File: src/rtl/regseq_pkg.sv
package regseq_pkg;

   localparam int SEQ_REG_W  = 8;
   localparam int SEQ_DATA_W = 9;
   localparam int SEQ_DLY_W  = 4;
   localparam int SEQ_ENT_W  = SEQ_REG_W + SEQ_DATA_W + SEQ_DLY_W + 1;

   typedef struct packed {
      logic [SEQ_REG_W-1:0]  reg_addr;
      logic [SEQ_DATA_W-1:0] wdata;
      logic [SEQ_DLY_W-1:0]  dly;
      logic                  last;
   } seq_entry_t;

   typedef enum logic [1:0] {
      ST_IDLE = 2'd0,
      ST_EXEC = 2'd1,
      ST_GAP  = 2'd2
   } seq_state_e;

   function automatic seq_entry_t rom_entry(input int k);
      seq_entry_t e;
      e.reg_addr = SEQ_REG_W'(8'h40 + k);
      e.wdata    = SEQ_DATA_W'(k * 7 + 3);
      e.dly      = SEQ_DLY_W'(k % 3);
      e.last     = (k == 8) || (k == 12);
      return e;
   endfunction

   function automatic seq_entry_t ram_preset(input int i);
      seq_entry_t e;
      e.reg_addr = SEQ_REG_W'(i);
      e.wdata    = SEQ_DATA_W'(i);
      e.dly      = SEQ_DLY_W'(i % 2);
      e.last     = (i % 8) == 7;
      return e;
   endfunction

endpackage

File: src/rtl/regseq_store.sv
module regseq_store
   import regseq_pkg::*;
#(
   parameter int LOC_W     = 6,
   parameter int RAM_DEPTH = 32,
   parameter int ROM_DEPTH = 17,
   parameter bit RAM_INIT  = 1'b1
) (
   input  logic             clk,
   input  logic             rst_n,
   input  logic             ld_en,
   input  logic             ld_ok,
   input  logic [LOC_W-1:0] ld_loc,
   input  seq_entry_t       ld_ent,
   input  logic [LOC_W-1:0] rd_loc,
   output seq_entry_t       rd_ent
);

   localparam int RAM_IW = $clog2(RAM_DEPTH);

   seq_entry_t ram [RAM_DEPTH];
   seq_entry_t rom [ROM_DEPTH];
   logic       ld_take;

   for (genvar k = 0; k < ROM_DEPTH; k++) begin : g_rom
      assign rom[k] = rom_entry(k);
   end

   assign ld_take = ld_en && ld_ok && (ld_loc < LOC_W'(RAM_DEPTH));

   if (RAM_INIT) begin : g_preset
      always_ff @(posedge clk or negedge rst_n) begin
         if (!rst_n) begin
            for (int i = 0; i < RAM_DEPTH; i++) ram[i] <= ram_preset(i);
         end else if (ld_take) begin
            ram[ld_loc[RAM_IW-1:0]] <= ld_ent;
         end
      end
   end else begin : g_clear
      always_ff @(posedge clk or negedge rst_n) begin
         if (!rst_n) begin
            for (int i = 0; i < RAM_DEPTH; i++) ram[i] <= '0;
         end else if (ld_take) begin
            ram[ld_loc[RAM_IW-1:0]] <= ld_ent;
         end
      end
   end

   always_comb begin
      rd_ent = '0;
      if (rd_loc < LOC_W'(RAM_DEPTH)) begin
         rd_ent = ram[rd_loc[RAM_IW-1:0]];
      end else begin
         for (int k = 0; k < ROM_DEPTH; k++) begin
            if (rd_loc == LOC_W'(RAM_DEPTH + k)) rd_ent = rom[k];
         end
      end
   end

   // an accepted load is what the read port returns next cycle
   a_r3_load_visible: assert property (@(posedge clk) disable iff (!rst_n)
      (ld_take && rd_loc == ld_loc) |=>
         (rd_loc != $past(rd_loc) || rd_ent == $past(ld_ent)));

endmodule

File: src/rtl/regseq_ctrl.sv
module regseq_ctrl
   import regseq_pkg::*;
#(
   parameter int LOC_W    = 6,
   parameter int LAST_LOC = 48
) (
   input  logic             clk,
   input  logic             rst_n,
   input  logic             start_req,
   input  logic [LOC_W-1:0] start_loc,
   input  seq_entry_t       cur_ent,
   output logic [LOC_W-1:0] cur_loc,
   output logic             busy,
   output logic             eng_we,
   output logic             start_take
);

   localparam int GAP_W = (1 << SEQ_DLY_W) - 1;

   seq_state_e       st;
   logic [GAP_W-1:0] gap;
   logic             at_top;

   assign at_top     = (cur_loc == LOC_W'(LAST_LOC));
   assign busy       = (st != ST_IDLE);
   assign eng_we     = (st == ST_EXEC);
   assign start_take = (st == ST_IDLE) && start_req;

   always_ff @(posedge clk or negedge rst_n) begin
      if (!rst_n) begin
         st      <= ST_IDLE;
         cur_loc <= '0;
         gap     <= '0;
      end else begin
         unique case (st)
            ST_IDLE: begin
               if (start_req) begin
                  st      <= ST_EXEC;
                  cur_loc <= start_loc;
               end
            end
            ST_EXEC: begin
               if (cur_ent.last || at_top) begin
                  st <= ST_IDLE;
               end else begin
                  st      <= ST_GAP;
                  gap     <= (GAP_W'(1) << cur_ent.dly) - GAP_W'(1);
                  cur_loc <= cur_loc + LOC_W'(1);
               end
            end
            ST_GAP: begin
               if (gap == '0) st <= ST_EXEC;
               else           gap <= gap - GAP_W'(1);
            end
            default: st <= ST_IDLE;
         endcase
      end
   end

   a_r6_gap_countdown: assert property (@(posedge clk) disable iff (!rst_n)
      (st == ST_GAP && gap != '0) |=> (st == ST_GAP && gap == $past(gap) - GAP_W'(1)));

   a_r7_end_goes_idle: assert property (@(posedge clk) disable iff (!rst_n)
      (st == ST_EXEC && cur_ent.last) |=> !busy);

   a_r8_top_goes_idle: assert property (@(posedge clk) disable iff (!rst_n)
      (st == ST_EXEC && at_top) |=> !busy);

   a_r9_busy_trigger_ignored: assert property (@(posedge clk) disable iff (!rst_n)
      (st == ST_GAP && start_req) |=> (cur_loc == $past(cur_loc)));

endmodule

File: src/rtl/regseq_busmux.sv
module regseq_busmux
   import regseq_pkg::*;
#(
   parameter bit ERR_ON_BUSY_TRIG = 1'b0
) (
   input  logic                  clk,
   input  logic                  rst_n,
   input  logic                  busy,
   input  logic                  start_take,
   input  logic                  host_we,
   input  logic                  host_is_trig,
   input  logic [SEQ_REG_W-1:0]  host_addr,
   input  logic [SEQ_DATA_W-1:0] host_data,
   input  logic                  eng_we,
   input  logic [SEQ_REG_W-1:0]  eng_addr,
   input  logic [SEQ_DATA_W-1:0] eng_data,
   output logic                  rf_we,
   output logic [SEQ_REG_W-1:0]  rf_addr,
   output logic [SEQ_DATA_W-1:0] rf_data,
   output logic                  err
);

   logic dropped;

   if (ERR_ON_BUSY_TRIG) begin : g_err_all
      assign dropped = busy && host_we;
   end else begin : g_err_regs
      assign dropped = busy && host_we && !host_is_trig;
   end

   always_comb begin
      if (busy) begin
         rf_we   = eng_we;
         rf_addr = eng_addr;
         rf_data = eng_data;
      end else begin
         rf_we   = host_we && !host_is_trig;
         rf_addr = host_addr;
         rf_data = host_data;
      end
   end

   always_ff @(posedge clk or negedge rst_n) begin
      if (!rst_n)          err <= 1'b0;
      else if (dropped)    err <= 1'b1;
      else if (start_take) err <= 1'b0;
   end

   a_r5_drop_flags_error: assert property (@(posedge clk) disable iff (!rst_n)
      (busy && host_we && !host_is_trig) |=> err);

endmodule

File: src/rtl/regseq_engine.sv
module regseq_engine
   import regseq_pkg::*;
#(
   parameter int           LOC_W            = 6,
   parameter int           RAM_DEPTH        = 32,
   parameter int           ROM_DEPTH        = 17,
   parameter logic [7:0]   TRIG_ADDR        = 8'hFF,
   parameter bit           RAM_INIT         = 1'b1,
   parameter bit           ERR_ON_BUSY_TRIG = 1'b0
) (
   input  logic                  clk,
   input  logic                  rst_n,
   input  logic                  host_wr_en,
   input  logic [SEQ_REG_W-1:0]  host_wr_addr,
   input  logic [SEQ_DATA_W-1:0] host_wr_data,
   input  logic                  ram_ld_en,
   input  logic [LOC_W-1:0]      ram_ld_loc,
   input  logic [SEQ_ENT_W-1:0]  ram_ld_entry,
   output logic                  rf_wr_en,
   output logic [SEQ_REG_W-1:0]  rf_wr_addr,
   output logic [SEQ_DATA_W-1:0] rf_wr_data,
   output logic                  seq_busy,
   output logic                  seq_err
);

   localparam int LAST_LOC = RAM_DEPTH + ROM_DEPTH - 1;

   if (RAM_DEPTH + ROM_DEPTH > (1 << LOC_W)) begin : g_chk_span
      $error("regseq_engine: LOC_W too narrow for memory span");
   end
   if ((1 << $clog2(RAM_DEPTH)) != RAM_DEPTH) begin : g_chk_pow2
      $error("regseq_engine: RAM_DEPTH must be a power of two");
   end
   if (LOC_W > SEQ_DATA_W) begin : g_chk_trigw
      $error("regseq_engine: start location wider than trigger data");
   end

   logic             is_trig;
   logic             start_req;
   logic             start_take;
   logic             eng_we;
   logic [LOC_W-1:0] cur_loc;
   seq_entry_t       cur_ent;

   assign is_trig   = (host_wr_addr == TRIG_ADDR);
   assign start_req = host_wr_en && is_trig
                      && (host_wr_data <= SEQ_DATA_W'(LAST_LOC));

   regseq_store #(
      .LOC_W    (LOC_W),
      .RAM_DEPTH(RAM_DEPTH),
      .ROM_DEPTH(ROM_DEPTH),
      .RAM_INIT (RAM_INIT)
   ) u_store (
      .clk   (clk),
      .rst_n (rst_n),
      .ld_en (ram_ld_en),
      .ld_ok (!seq_busy),
      .ld_loc(ram_ld_loc),
      .ld_ent(seq_entry_t'(ram_ld_entry)),
      .rd_loc(cur_loc),
      .rd_ent(cur_ent)
   );

   regseq_ctrl #(
      .LOC_W   (LOC_W),
      .LAST_LOC(LAST_LOC)
   ) u_ctrl (
      .clk       (clk),
      .rst_n     (rst_n),
      .start_req (start_req),
      .start_loc (host_wr_data[LOC_W-1:0]),
      .cur_ent   (cur_ent),
      .cur_loc   (cur_loc),
      .busy      (seq_busy),
      .eng_we    (eng_we),
      .start_take(start_take)
   );

   regseq_busmux #(
      .ERR_ON_BUSY_TRIG(ERR_ON_BUSY_TRIG)
   ) u_mux (
      .clk         (clk),
      .rst_n       (rst_n),
      .busy        (seq_busy),
      .start_take  (start_take),
      .host_we     (host_wr_en),
      .host_is_trig(is_trig),
      .host_addr   (host_wr_addr),
      .host_data   (host_wr_data),
      .eng_we      (eng_we),
      .eng_addr    (cur_ent.reg_addr),
      .eng_data    (cur_ent.wdata),
      .rf_we       (rf_wr_en),
      .rf_addr     (rf_wr_addr),
      .rf_data     (rf_wr_data),
      .err         (seq_err)
   );

endmodule

File: config.mk
export PLATFORM = sky130hd
export DESIGN_NAME = regseq_engine
export DESIGN_NICKNAME = d
export VERILOG_FILES = /design/src/rtl/regseq_pkg.sv /design/src/rtl/regseq_store.sv /design/src/rtl/regseq_ctrl.sv /design/src/rtl/regseq_busmux.sv /design/src/rtl/regseq_engine.sv
export SDC_FILE = /design/constraint.sdc
export NUM_CORES = 1
export LEC_CHECK = 0
export CORE_AREA = 2 2 318 320
export DETAILED_ROUTE_END_ITERATION = 7
export DIE_AREA = 0 0 320 322
export HOLD_SLACK_MARGIN = 0.08
export MAX_ROUTING_LAYER = met4
export PLACE_DENSITY = 0.63
export SYNTH_ARGS = -nofsm -noshare
export SYNTH_HDL_FRONTEND = slang
export SYNTH_SLANG_ARGS = --single-unit
File: constraint.sdc
create_clock -name clk -period 4.4 [get_ports clk]
set_input_delay 1.32 -clock clk [delete_from_list [all_inputs] [get_ports clk]]
set_output_delay 1.32 -clock clk [all_outputs]
set_load 0.02 [all_outputs]
======== Word-level counts from Yosys, hierarchy flattened ========
Cells that the tools add are included.
operators by class
  shifts and indexed selects .............. 1
  mux-type cells .......................... 39
  eq/ne operators ......................... 24
  $add $sub $neg .......................... 3
  bitwise logic cells ..................... 2
  reduce and logical (&&, ||, !) cells .... 21
  $lt $le $gt $ge ......................... 6
operator list
  cell                   count
  $bwmux 704             1
  $mux 21                17
  $bmux 22 s5            1
  $demux 22 s5           1
  $eq 6x6->1 const B     17
  $mux 22                4
  $mux 15                2
  $pmux 15 s2            1
  $logic_not 15->1       1
  $shl 1x4->15 const A   1
  $sub 15x1->15 const B  1
  $sub 15x2->15 const B  1
  $ge 6x6->1 const B     2
  $lt 6x6->1 const B     2
  $mux 6                 2
  $not 5->6              2
  $pmux 6 s2             1
  $le 9x6->1 const B     1
  $logic_and 1x1->1      9
  $mux 9                 1
  $eq 8x8->1 const B     1
  $mux 8                 1
  $reduce_bool 2->1      4
  $add 6x1->6 const B    1
  other kinds (13)       21
word-level totals
  flip-flop bits (word level) ............. 728
  input bits .............................. 49
  output and inout bits ................... 20

======== Depth between registers and ports, before layout ========
  word-level depth ........................ 23
  gate-level depth with buffers ........... 21
  gate-level depth less buffers ........... 14

======== Cells and area by module ========
A second synthesis with hierarchy kept.
second synthesis, totals
  cells, all modules ...................... 2367
  area, all modules ....................... 35187.5 sq um
by module, submodules not included
  module         area an instance (sq um)  instances  sequential area each (sq um)  cells each
  regseq_store   33053.0                   1          17842.1                       2128
  regseq_ctrl    1744.2                    1          575.6                         205
  regseq_busmux  331.6                     1          25.0                          26
  regseq_engine  58.8                      1          0.0                           8

======== Worst setup path before layout ========
OpenSTA, ideal clock, no wires.
  path type ............................... reg2out
  from .................................... reg u_ctrl.cur_loc[0]
  to ...................................... out rf_wr_data[4]
  data required time ...................... 3.080 ns
  stages on the path, launching flop included .. 17
  buffers on the path ..................... 7
  setup slack ............................. 0.009 ns
  data arrival time ....................... 3.071 ns
  path through ............................ dfrtp_1 -> buf_6 -> buf_6 -> buf_6 -> buf_2 -> buf_4 -> buf_2 -> inv_1 -> ha_1 -> clkbuf_1 -> nor2_1 -> and2_1 -> o211ai_1 -> o211ai_1 -> o21ai_0 -> o221ai_1 -> mux2_2
on the way
  cells in the longest elaborated chain, start to end .. 19
  elaborated cells on any way between the ends .. 39
  those cells by class .................... order compare (1); eq/ne (16); mux (21); bitwise (1)
ends and longest elaborated chain
  what                    line                 source
  from (decl)             regseq_ctrl.sv:12    output logic [LOC_W-1:0] cur_loc,
  from (signal assigned)  regseq_ctrl.sv:39    cur_loc <= start_loc;
  from (signal assigned)  regseq_ctrl.sv:48    cur_loc <= cur_loc + LOC_W'(1);
  $eq 6x6->1              regseq_store.sv:55   if (rd_loc == LOC_W'(RAM_DEPTH + k)) rd_ent = rom[k];
  $mux 21 (16 in a row)   regseq_store.sv:55
  $mux 22 *               regseq_store.sv:51   if (rd_loc < LOC_W'(RAM_DEPTH)) begin
  $mux 9 *                regseq_busmux.sv:32  if (busy) begin
  to (decl)               regseq_engine.sv:21  output logic [SEQ_DATA_W-1:0] rf_wr_data,
Every way passes the cells marked *; elsewhere a longest branch is shown, timed or not. The select of a mux whose other input is x is not followed.

======== Final worst setup path ========
  from .................................... reg u_ctrl.cur_loc[0]
  to ...................................... out rf_wr_addr[3]
on the way
  cells in the longest elaborated chain, start to end .. 19
  elaborated cells on any way between the ends .. 39
  those cells by class .................... order compare (1); eq/ne (16); mux (21); bitwise (1)
ends and longest elaborated chain
  what                   line                 source
  $eq 6x6->1             regseq_store.sv:55
  $mux 21 (16 in a row)  regseq_store.sv:55
  $mux 22 *              regseq_store.sv:51
  $mux 8 *               regseq_busmux.sv:32
  to (decl)              regseq_engine.sv:20  output logic [SEQ_REG_W-1:0] rf_wr_addr,
Marks and branches as above.

==> impl_metrics.toml <==
[power_and_ir_drop]
p_per_area_mw_per_mm2 = 603
p_leak_uw = 0.0183
ir_drop_mv = 0.381

[synth]
yosysTopAreaCell = "dfrtp_1"
ys_types = 73
synthArstFlopShare_pct = 100
synth_top_area_share_pct = 39.6
synth_edf_count = 0
avgSynthCellArea_um2 = 15.1
ys_ff_latch = 728
ys_warn_count = 0
synth_cells = 2295
synth_area_mm2 = 0.0347
ys.flop_type = "dfrtp_1"
ys_seq_area_share_pct = 53.2
synth_nets = 2354
ys_top_cells_by_area = "dfrtp_1 (40%), mux2_2 (23%), dfstp_2 (14%), mux4_2 (13%), clkbuf_1 (1.5%)"

[clock_network]
cts-root-buf = "clkbuf_16"
htreeDepth = 3
cts_sinks = 728
cts_buffer_depth = 3
cts_tree = "done"
clk-insertion-delay-late_ns = 0.65
ctsHoldBuffers = 0
clk_pin_slew_ns = 0.06
numCtsBuffers = 79

[finish]
final_cell_mix = "mux2_2 (713), dfrtp_1 (545), mux4_2 (199)"
nFillCells = 8922
final_nets = 2526
syn_to_final_growth_pct = 19.8
layout_commonest_cell = "mux2_2"
layout-drive-gt1-share_pct = 61.2
final_cell_area_mm2 = 0.0415

[timing]
finalSetupViolations = 17
tns_ns = -3.67
slew_headroom_pct = 7.99
finalHoldViolCount = 0
tightest_slew_ns = 1.38
layout_min_cycle_time_ns = 4.70
fin_crit_sh_pct = 107
timing.final.ws_setup_ns = -0.300
grt_setup_unrepaired = "true"
timing.fmax_mhz = 213
fin_skew_ns = 0.0494
slew_viol_final = 0

[placement]
port_buffers = 68
dpl-instance-area_mm2 = 0.0379
dpl.hpwl_um = 63500
gp_congestion = 0.896

[die]
fp-row-count = 116
dieArea_mm2 = 0.103
die_x_um = 320
initial_core_util_pct = 34.8
dieHeight_um = 322
ios = 69
core_region_area_mm2 = 0.0996

[global_routing]
grt.overflow.total = 0
antenna_found_initial = 3
track_usage_pct = 20.3
grt_pass1_vias = 22868
grt_max_degree = 95
grt_pass1_wl_um = 152000

[critical_path]
cp_slowest_cell = "mux4_2"
cp.required_ns = 3.08
cp_data_arrival_time_ns = 3.38
critical-path-max-stage-delay_ns = 0.56
endpoint_kind = "output pin"
path_max_fanout = 8
start_kind = "register"
cp.buffers_inverters = 4
crit_type = "register to output pin"
critical-path-top-delay-family = "multiplexers"
path_cells = "buf_12 > buf_16 > buf_16 > mux4_2 > mux4_2 > nand2_2 > a21oi_2 > o32a_1 > buf_6"
r2r-start = "u_ctrl.cur_loc[1]$_DFFE_PN0P_"
crit_path_start = "u_ctrl.cur_loc[0]$_DFFE_PN0P_"

[detailed_routing]
dr.first_iter.drc_count = 1770
detail_route.drc_violations = 0
drtAntennaViolNets = 0
wl_um = 102000
drt_pass1_iterations = 7
avgRoutedWirePerCell_um = 26.5
via_per_inst = 5.61
vias = 21518

[worst_hold_path]
holdCritPathClass = "register to register"
hp-start = "u_store.ram[530]$_DFFE_PN0P_"

[flow_run]
drv_cap = 0

[status]
failed_checks = "setup timing"
outcome = "finished with violations"
-- layer usage --
layer | GRT usage (%) | vias to the layer above | share of wire, % | routed length [um]
met5 | - | - | 0 | 0
met4 | 5.43 | 0 | 2.6 | 2690
met3 | 4.20 | 174 | 6.8 | 6940
met2 | 30.7 | 690 | 46 | 46900
met1 | 28.0 | 11715 | 44 | 45200
li1 | - | 8939 | - | -
-- per-stage QoR --
step                hold slack [ns]  util, %  std cells  worst slack (ns)  total power, uW
floorplan                     0.470        -       2295           0.00895            14100
global placement              0.479     38.1       3637            -0.300            16900
detailed placement            0.488     38.1       3637            -0.314            17200
CTS                           0.502     41.4       3811            -0.310            24800
global route                  0.510     41.7       3834            -0.361            26100
finish                        0.499     41.7       3834            -0.300            25000
-- final timing paths --
path	depth (start not counted)	to	slack (ns)
max	9	rf_wr_addr[3]	-0.30
min	1	u_store.ram[530]$_DFFE_PN0P_	0.50
max reg2reg	17	u_ctrl.gap[10]$_DFFE_PN0P_	0.17
min reg2reg	1	u_store.ram[530]$_DFFE_PN0P_	0.50
max in group asynchronous	2	u_store.ram[89]$_DFFE_PN1P_	2.57
min in group asynchronous	1	u_ctrl.cur_loc[5]$_DFFE_PN0P_	0.77
-- power breakdown --
| part | leakage [uW] | internal (uW) | switching [uW] | total [uW] |
|---|---|---|---|---|
| sequential | 0.00925 | 8100 | 705 | 8800 |
| combinational | 0.00775 | 4800 | 4560 | 9360 |
| clock | 0.00131 | 4070 | 2800 | 6870 |
-- worst reg2reg max path: cells and delay by family, from the launching register on --
kind | cells | cell delay (ns)
AOI/OAI and AO/OA | 6 | 1.15
and+or+nand+nor | 4 | 1.14
buffers and inverters | 5 | 0.85
DFF | 1 | 0.55
adders and majority gates | 2 | 0.42
-- state kept, by name (all words and copies together), names as in the netlist --
name and flops:
u_ctrl.cur_loc 6, u_ctrl.gap 15, u_ctrl.st 2, u_mux.err 1, u_store.ram 704
-- logic make-up (layout without fill, tap and decap cells) --
logic type,count (synthesis),count (layout),synth area share [%]
simple gates,231,231,3.34
other cells,0,3,0
buf+inv,231,469,2.86
mux,945,945,37.2
fa+ha+maj,10,10,0.361
flops,728,728,53.2
xor+xnor,1,1,0.0253
compound gates,149,149,3.00
-- Yosys cell counts (4+ instances only) --
| library cell | number |
|---|---|
| inv_1 | 15 |
| a22oi_1 | 4 |
| and3_1 | 5 |
| mux2_2 | 717 |
| o211ai_1 | 8 |
| o22ai_1 | 7 |
| mux4_2 | 199 |
| mux2i_1 | 25 |
| nand4_1 | 7 |
| buf_2 | 21 |
| nand2_1 | 75 |
| or2_2 | 5 |
| buf_1 | 42 |
| a221o_1 | 6 |
| and2_1 | 7 |
| nor3_1 | 13 |
| dfstp_2 | 180 |
| a221oi_1 | 5 |
| a32oi_1 | 4 |
| nand3b_1 | 5 |
| ha_1 | 10 |
| nand2b_1 | 6 |
| buf_4 | 5 |
| a21o_1 | 4 |
| a21oi_1 | 28 |
| a2111oi_0 | 4 |
| o31ai_1 | 4 |
| o22a_1 | 4 |
| nand3_1 | 18 |
| clkbuf_1 | 137 |
| o221ai_1 | 5 |
| or3_1 | 8 |
| o21ai_0 | 34 |
| nor2b_1 | 6 |
| dfrtp_1 | 548 |
| nor2_1 | 52 |
| buf_6 | 7 |
| a31oi_1 | 5 |
-- final cells by class --
cell class | count | area [um2] | area share (%)
sequential | 728 | 18500 | 44.4
multi-input combinational | 1336 | 15600 | 37.5
timing repair buffer | 305 | 3110 | 7.48
clock buffer | 121 | 2320 | 5.58
tap | 1298 | 1620 | 3.91
clock inverter | 26 | 378 | 0.910
inverter | 17 | 65.1 | 0.157
antenna | 3 | 7.51 | 0.0181
-- what timing repair did --
item | 4_1_cts | 5_1_grt
setup buffers | 24 | 21
endpoints found under the setup margin | 19 | 21
cloned | 4 | 1
pin swaps | 6 | 21
resized for setup | 150 | 41
(Power assumes the default switching activity.)
